--- config.mk ---
export PLATFORM = sky130hd
export DESIGN_NAME = slave_addr_filter
export DESIGN_NICKNAME = d
export VERILOG_FILES = /design/src/rtl/addr_filt_pkg.sv /design/src/rtl/node_cfg_regs.sv /design/src/rtl/addr_pattern_match.sv /design/src/rtl/irq_gate.sv /design/src/rtl/slave_addr_filter.sv
export SDC_FILE = /design/constraint.sdc
export NUM_CORES = 1
export LEC_CHECK = 0
export BUFFER_PORTS_ARGS = -buffer_cell sky130_fd_sc_hd__clkbuf_2
export CAP_MARGIN = 5
export CORE_MARGIN = 3
export CORE_UTILIZATION = 40
export CTS_CLUSTER_SIZE = 16
export DETAILED_ROUTE_END_ITERATION = 16
export GPL_TIMING_DRIVEN = 0
export MAX_ROUTING_LAYER = met4
export PLACE_DENSITY = 0.74
export SLEW_MARGIN = 25
export SYNTH_ARGS = -nofsm -noshare
export SYNTH_HDL_FRONTEND = slang
export SYNTH_SLANG_ARGS = --single-unit
export TNS_END_PERCENT = 5
--- constraint.sdc ---
create_clock -name clk -period 1.85 [get_ports clk]
set_input_delay 0.4625 -clock clk [delete_from_list [all_inputs] [get_ports clk]]
set_output_delay 0.4625 -clock clk [all_outputs]
set_load 0.05 [all_outputs]
--- src/rtl/addr_filt_pkg.sv ---
package addr_filt_pkg;

    localparam int ADDR_W = 8;

    typedef enum logic [1:0] {
        MODE_SHIFT  = 2'b00,
        MODE_UART8  = 2'b01,
        MODE_UART9F = 2'b10,
        MODE_UART9V = 2'b11
    } ser_mode_e;

    typedef struct packed {
        logic [ADDR_W-1:0] addr;
        logic [ADDR_W-1:0] mask;
    } node_cfg_t;

endpackage

--- src/rtl/node_cfg_regs.sv ---
module node_cfg_regs
    import addr_filt_pkg::*;
(
    input  logic              clk,
    input  logic              rst_n,
    input  logic              addr_wr_en,
    input  logic              mask_wr_en,
    input  logic [ADDR_W-1:0] cfg_wdata,
    output node_cfg_t         cfg
);

    node_cfg_t cfg_d, cfg_q;

    always_comb begin
        cfg_d = cfg_q;
        if (addr_wr_en) cfg_d.addr = cfg_wdata;
        if (mask_wr_en) cfg_d.mask = cfg_wdata;
    end

    always_ff @(posedge clk or negedge rst_n) begin
        if (!rst_n) cfg_q <= '0;
        else        cfg_q <= cfg_d;
    end

    assign cfg = cfg_q;

endmodule

--- src/rtl/addr_pattern_match.sv ---
module addr_pattern_match #(
    parameter int W         = 8,
    parameter bit BROADCAST = 1'b0
) (
    input  logic [W-1:0] addr,
    input  logic [W-1:0] mask,
    input  logic [W-1:0] rx_byte,
    output logic         hit
);

    logic [W-1:0] bit_ok;

    for (genvar i = 0; i < W; i++) begin : g_bit
        if (BROADCAST) begin : g_bc
            // reference bit is addr|mask; a 0 there is don't-care
            assign bit_ok[i] = ~(addr[i] | mask[i]) | rx_byte[i];
        end else begin : g_ind
            // mask 0 is don't-care, mask 1 demands equality
            assign bit_ok[i] = ~mask[i] | ~(rx_byte[i] ^ addr[i]);
        end
    end

    assign hit = &bit_ok;

endmodule

--- src/rtl/irq_gate.sv ---
module irq_gate
    import addr_filt_pkg::*;
(
    input  logic [1:0] ser_mode,
    input  logic       mp_en,
    input  logic       frame_done,
    input  logic       rx_qual,
    input  logic       ind_hit,
    input  logic       bc_hit,
    output logic       irq_set
);

    logic filtering;

    always_comb begin
        filtering = mp_en && (ser_mode != MODE_SHIFT);
        if (filtering) irq_set = frame_done && rx_qual && (ind_hit || bc_hit);
        else           irq_set = frame_done;
    end

endmodule

--- src/rtl/slave_addr_filter.sv ---
module slave_addr_filter
    import addr_filt_pkg::*;
(
    input  logic              clk,
    input  logic              rst_n,
    input  logic              addr_wr_en,
    input  logic              mask_wr_en,
    input  logic [ADDR_W-1:0] cfg_wdata,
    input  logic              mp_en,
    input  logic [1:0]        ser_mode,
    input  logic              frame_done,
    input  logic [ADDR_W-1:0] rx_byte,
    input  logic              rx_qual,
    output logic              rx_irq_set
);

    node_cfg_t         cfg;
    logic [ADDR_W-1:0] cfg_addr;
    logic [ADDR_W-1:0] cfg_mask;
    logic              ind_hit;
    logic              bc_hit;

    node_cfg_regs i_regs (
        .clk        (clk),
        .rst_n      (rst_n),
        .addr_wr_en (addr_wr_en),
        .mask_wr_en (mask_wr_en),
        .cfg_wdata  (cfg_wdata),
        .cfg        (cfg)
    );

    assign cfg_addr = cfg.addr;
    assign cfg_mask = cfg.mask;

    addr_pattern_match #(.W(ADDR_W), .BROADCAST(1'b0)) i_ind (
        .addr    (cfg_addr),
        .mask    (cfg_mask),
        .rx_byte (rx_byte),
        .hit     (ind_hit)
    );

    addr_pattern_match #(.W(ADDR_W), .BROADCAST(1'b1)) i_bc (
        .addr    (cfg_addr),
        .mask    (cfg_mask),
        .rx_byte (rx_byte),
        .hit     (bc_hit)
    );

    irq_gate i_gate (
        .ser_mode   (ser_mode),
        .mp_en      (mp_en),
        .frame_done (frame_done),
        .rx_qual    (rx_qual),
        .ind_hit    (ind_hit),
        .bc_hit     (bc_hit),
        .irq_set    (rx_irq_set)
    );

endmodule

==> run summary, run 1 <==
- 0 — number of diodes
- 0.41 ns — largest stage delay on the critical path
- 15 — number of rows in the core area
- clkbuf_2 — most common library cell in the layout ignoring fill and taps
- 65.56% — remaining max-slew budget at the tightest pin
- xor2_1, a22oi_1, and4_1, o31a_2, buf_8 — worst path cell trace
- 1 — Setup-failing EPs final
- finished with violations — outcome
- 1288 µm — dpl hpwl
- dfrtp_1, mux2_2, xor2_1, a22oi_1, o21bai_1 — most area-consuming cells after synthesis
- 0 — count of warnings emitted by yosys
- 0.7170 — final weighted congestion in routability-driven placement
- 50.47% — share of the yosys chip area belonging to registers
- 12.79 µm² — synthesized area per cell
- -0.2625 ns — aggregate negative setup slack
- flop to output pin — start-to-end type of the worst setup path
- 0.29 ns — clock latency on the worst-skew pair
- 1.39 ns — worst path required time
- 50.53 µm — die height
- 0 — grt ovf
- flip-flops — Worst path top cell family by delay
- 0.5166 ns — slew at the pin closest to its max-slew limit
- 29.1% — fraction of power consumed by the clock network
- 118 — total number of nets in the final design
- 608 — DR vias
- 62 — synthesized netlist cell count
- 2 — worst reg2reg path depth
- 117 — number of cells in the finished layout apart from fillers
- 20.1% — fraction of power consumed by combinational cells
- 0.2184 mW — net switching power
- 1 — deepest level of the CTS H-tree
- 0 — pins over their slew limit
- 0 ns — Worst Skew
- 5 — Crit path depth
- 17 — maximum number of pins on one net before global-route repair
- 2 — Max FO, Critical Path
- 690 — via count of the first global-routing pass
- 1 — Bufs and invs on worst path
- 2.112 ns — min Tclk post-route
- 0 — Final Hold Fails
- flop — startpoint types
- -0.2625 ns — setup ws final
- 473.4 MHz — Fmax achieved
- 27.92% — Area Overhead vs Synth
- 16 — Largest register FFs
- 1.65 ns — arrival time worst endpoint
- clkbuf_4 — buffer cell driving the clock tree root
- 14.70 µm — detailed-route wire length per cell
- 165 — number of filler instances in the final layout
- 0 — post-cts hold buffer count
- input port to async pin — worst min-delay path class
- 50.8% — Seq pwr share
- 0.5978 mW — Int Power
- 44.03% — starting density of the core
- 0 — post-route ant nets
- 3 — iteration count of the initial detailed-routing pass
- 2553 µm² — die area
- 0.10 ns — clock-pin slew on the worst setup and hold paths
- 56.32% — Util after Layout
- 26 — Top-Level Pins
- 0.4643 nW — reported leakage power
- 23 — count of input and output buffers
- 16 — flop and latch count out of synthesis
- 2939 µm — wire length of the first global-routing pass
- 0 — number of max-cap violations
- 26.76% — fraction of power spent switching nets
- 1802 µm² — core area
- 1720 µm — final wirelength
- yes — unrepaired setup endpoints after global routing
- 16 — Clock Sinks
- output pin — capturing element type of the critical path
- 2 — Longest Clk Path Bufs
- 4 — number of DRC markers after the initial detailed-route iteration
- 804.4 nW/µm² — Pwr per Cell Area
- 114.2% — crit share post-route
- clkbuf_2, mux2_2, dfrtp_1, xor2_1, nor2_1 — commonest cells after routing, fill and taps aside
- dfrtp_1 — biggest area consumer among synthesized cells
- 940.9 µm² — DP Area
- yes — clock tree from TritonCTS
- 0 — DRC violations left
- 0 — number of antenna violations at the first check in global routing
- 0.5022 mV — worst vdd ir
- 50.47% — area share of the largest cell type after synthesis
- 0.95 ns — register-to-register setup slack
- i_regs.cfg[14] — worst flop-to-flop path endpoint
- 3 — clock buffers created by TritonCTS
- 50.53 µm — Chip Width
- 16.42% — Tot GR Track Use
- 1015 µm² — Layout Cell Area excl Fill
- 793.3 µm² — summed instance area of the synthesized netlist
- i_regs.cfg[14] — launching point of the worst reg2reg path
- 53.26% — fraction of layout cells with a size suffix above 1
- 5.197 — drt via density
- 15 — library cells used by synthesis
- 87 — net count after synthesis
- dfrtp_1 — crit path max-delay cell type
- setup timing — failing checks
- 110 — Inst Count DP
==> metal layers <==
layer  global-route usage, %  routed length [µm]  vias to the layer above
met5                       -                   0                        -
met4                   10.31                  54                        0
met3                   3.264                  66                        5
met2                   28.26                 913                       18
met1                   17.08                 685                      301
li1                        -                   -                      284
==> cell usage after synthesis <==
cell type,count
dfrtp_1,16
mux2_2,16
xor2_1,7
nor2_1,5
a22oi_1,4
o21bai_1,3
clkbuf_1,2
o22ai_1,2
and4_1,1
nor3_1,1
o2111ai_1,1
o21a_1,1
o21ai_0,1
o31a_1,1
xor2_2,1
==> how the worst max path moves through the flow <==
stage / from / endpoint / slack (ns)
floorplan: rx_byte[0] / rx_irq_set / 0.09
global placement: rx_byte[0] / rx_irq_set / -0.19
detailed placement: rx_byte[0] / rx_irq_set / -0.19
CTS: i_regs.cfg[14] / rx_irq_set / -0.27
global route: i_regs.cfg[15] / rx_irq_set / -0.38
finish: i_regs.cfg[14] / rx_irq_set / -0.26
==> logic make-up (layout without fill, tap and decap cells) <==
family / count (synthesis) / count (layout) / share of synthesized area (%)
compound gates: 13 / 13 / 11.99
buf+inv: 2 / 32 / 0.9467
flops: 16 / 16 / 50.47
xor+xnor: 8 / 8 / 9.780
simple gates: 7 / 7 / 4.101
mux: 16 / 16 / 22.71
==> layout make-up <==
cell class,count,area [µm²],area share [%]
buffer,2,7.507,0.7398
clock buffer,4,36.28,3.576
multi-input combinational,44,391.6,38.59
sequential,16,400.4,39.46
tap,25,31.28,3.083
timing repair buffer,26,147.6,14.55
==> repair_timing <==
action                     4_1_cts  5_1_grt
resized for setup                2        2
setup buffers                    3        0
pin swaps                        7        1
gates cloned                     0        0
setup endpoints to repair        1        1
==> worst register-to-register path: stages (launching register included) <==
cell and delay (ns):
dfrtp_1 0.41, buf_4 0.14, mux2_2 0.25
==> per-stage QoR <==
step,total power [mW],hold slack (ns),setup WS [ns]
2_1_floorplan,0.5098,0.1669,0.08892
3_3_place_gp,0.5611,0.4004,-0.1914
3_5_place_dp,0.5690,0.3998,-0.1900
4_1_cts,0.8170,0.07374,-0.2685
5_1_grt,0.8596,0.08562,-0.3791
6_report,0.8162,0.07113,-0.2625
==> power groups by stage <==
stage	Combinational (mW)	Clock [mW]	Sequential, mW
2_1_floorplan	0.0952	0	0.415
3_3_place_gp	0.141	0	0.420
3_5_place_dp	0.146	0	0.423
4_1_cts	0.161	0.241	0.414
5_1_grt	0.185	0.254	0.421
6_report	0.164	0.237	0.415
(Power assumes the default switching activity.)
==> inputs of run 2 (changes only) <==
Settings changed: RECOVER_POWER set to 100.
==> run 2 against run 1 <==
The run still ends with setup timing left; utilization fell by 0.069 points; fmax barely moved; clock power barely moved; non-clock buffer count did not move; routed wire length fell by 0.17%; worst hold slack improved by 0.16 ns; global-route usage did not move; combinational power barely moved; first-iteration DRC count did not move; worst setup slack got worse by 0.0010 ns; flip-flop and latch count did not move; die area did not move.
==> run summary, run 2 (synthesized netlist as in run 1, its figures left out) <==
- 16.42% — Tot GR Track Use, unchanged
- 5.231 — drt via density, was 5.197
- 473.1 MHz — Fmax achieved, was 473.4 MHz
- 0 ns — Worst Skew, unchanged
- clkbuf_2 — most common library cell in the layout ignoring fill and taps, unchanged
- 0 — DRC violations left, unchanged
- 1288 µm — dpl hpwl, unchanged
- 0 — number of diodes, unchanged
- 2553 µm² — die area, unchanged
- 3 — iteration count of the initial detailed-routing pass, unchanged
- 612 — DR vias, was 608
- 14.68 µm — detailed-route wire length per cell, was 14.70 µm
- 23 — count of input and output buffers, unchanged
- 3 — clock buffers created by TritonCTS, unchanged
- i_regs.cfg[14] — worst flop-to-flop path endpoint, unchanged
- 17 — maximum number of pins on one net before global-route repair, unchanged
- 804.9 nW/µm² — Pwr per Cell Area, was 804.4 nW/µm²
- i_regs.cfg[14] — launching point of the worst reg2reg path, unchanged
- xor2_1, a22oi_1, and4_1, o31a_2, buf_8 — worst path cell trace, unchanged
- dfrtp_1 — crit path max-delay cell type, unchanged
- 2 — Longest Clk Path Bufs, unchanged
- 1.39 ns — worst path required time, about the same
- 1 — Setup-failing EPs final, unchanged
- 690 — via count of the first global-routing pass, unchanged
- 0.41 ns — largest stage delay on the critical path, about the same
- 118 — total number of nets in the final design, unchanged
- 4 — number of DRC markers after the initial detailed-route iteration, unchanged
- 0.29 ns — clock latency on the worst-skew pair, about the same
- yes — clock tree from TritonCTS, unchanged
- 43.98% — remaining max-slew budget at the tightest pin, was 65.56%
- 0 — number of max-cap violations, unchanged
- 44.03% — starting density of the core, unchanged
- 27.76% — Area Overhead vs Synth, was 27.92%
- 50.53 µm — die height, unchanged
- -0.1900 ns — post-placement setup slack, unchanged
- 2 — Max FO, Critical Path, unchanged
- 52.17% — fraction of layout cells with a size suffix above 1, was 53.26%
- 2939 µm — wire length of the first global-routing pass, unchanged
- 0.8158 mW — Total Power Consumption, was 0.8162 mW
- yes — unrepaired setup endpoints after global routing, unchanged
- 1802 µm² — core area, unchanged
- 940.9 µm² — DP Area, unchanged
- 0.5020 mV — worst vdd ir, was 0.5022 mV
- clkbuf_4 — buffer cell driving the clock tree root, unchanged
- 1013 µm² — Layout Cell Area excl Fill, was 1015 µm²
- 15 — number of rows in the core area, unchanged
- 1.65 ns — arrival time worst endpoint, about the same
- 0.10 ns — clock-pin slew on the worst setup and hold paths, about the same
- 0.4613 nW — reported leakage power, was 0.4643 nW
- clkbuf_2, mux2_2, dfrtp_1, xor2_1, nor2_1 — commonest cells after routing, fill and taps aside, unchanged
- 16 — Largest register FFs, unchanged
- 1 — deepest level of the CTS H-tree, unchanged
- 0 — grt ovf, unchanged
- 2.114 ns — min Tclk post-route, was 2.112 ns
- 1717 µm — final wirelength, was 1720 µm
- finished with violations — outcome, unchanged
- 0.8403 ns — slew at the pin closest to its max-slew limit, was 0.5166 ns
- flop — startpoint types, unchanged
- 16 — Clock Sinks, unchanged
- 0.95 ns — register-to-register setup slack, about the same
- 0.7170 — final weighted congestion in routability-driven placement, unchanged
- 56.25% — Util after Layout, was 56.32%
- 0 — post-route ant nets, unchanged
- setup timing — failing checks, unchanged
- 0 — number of antenna violations at the first check in global routing, unchanged
- output pin — capturing element type of the critical path, unchanged
- 0 — pins over their slew limit, unchanged
- 0 — Final Hold Fails, unchanged
- flop to output pin — start-to-end type of the worst setup path, unchanged
- -0.2635 ns — setup ws final, was -0.2625 ns
- 164 — number of filler instances in the final layout, was 165
- 114.2% — crit share post-route, about the same
- input port to async pin — worst min-delay path class, unchanged
- 2 — worst reg2reg path depth, unchanged
- 391.6 µm² — footprint of the multi-input gates, unchanged
- 400.4 µm² — register cell area after layout, unchanged
- 50.53 µm — Chip Width, unchanged
- 26 — Top-Level Pins, unchanged
## run 2: how the worst max path moves through the flow
| stage | to | depth (start not counted) | slack (ns) | startpoint |
|---|---|---|---|---|
| floorplan | rx_irq_set | 4 | 0.09 | rx_byte[0] |
| global placement | rx_irq_set | 6 | -0.19 | rx_byte[0] |
| detailed placement | rx_irq_set | 6 | -0.19 | rx_byte[0] |
| CTS | rx_irq_set | 5 | -0.27 | i_regs.cfg[14] |
| global route | rx_irq_set | 5 | -0.38 | i_regs.cfg[15] |
| finish | rx_irq_set | 5 | -0.26 | i_regs.cfg[14] |
## run 2: critical path, delay by kind of cell (launching register included)
kind / cells / cell delay [ns]
xor gates and xnor gates: 1 / 0.18
and+or+nand+nor: 1 / 0.22
AOI/OAI and AO/OA: 2 / 0.40
DFF: 1 / 0.41
buffers and inverters: 1 / 0.15
## run 2: final cells by class
type / count / area share (%)
flip-flops and latches: 16 / 39.51
clock buffers: 4 / 3.580
well taps: 25 / 3.086
plain buffers: 2 / 0.7407
repair buffers: 26 / 14.44
multi-input cells: 44 / 38.64
## run 2: through the flow
| step | hold slack (ns) | std cells | setup TNS (ns) |
|---|---|---|---|
| after floorplan | 0.1669 | 62 | 0 |
| after global placement | 0.4004 | 110 | -0.1914 |
| after detailed placement | 0.3998 | 110 | -0.1900 |
| after CTS | 0.07374 | 117 | -0.2685 |
| after global routing | 0.2900 | 117 | -0.3791 |
| final | 0.2360 | 117 | -0.2635 |
## run 2: layer usage
layer	wire length [µm]	global-route usage [%]
met5	0	-
met4	54	10.31
met3	66	3.264
met2	912	28.26
met1	683	17.08
## run 2: where the power goes
group / leakage (nW) / internal [mW] / switching (mW)
combinational: 0.253 / 0.0927 / 0.0713
clock: 0.0210 / 0.120 / 0.117
sequential: 0.187 / 0.385 / 0.0301
## run 2: repair_timing
item / in CTS / in global routing
gates cloned: 0 / 0
endpoints found under the setup margin: 1 / 1
buffers inserted: 3 / 0
pin swaps: 7 / 1
gates resized for setup: 2 / 2
hold buffers: 0 / 0
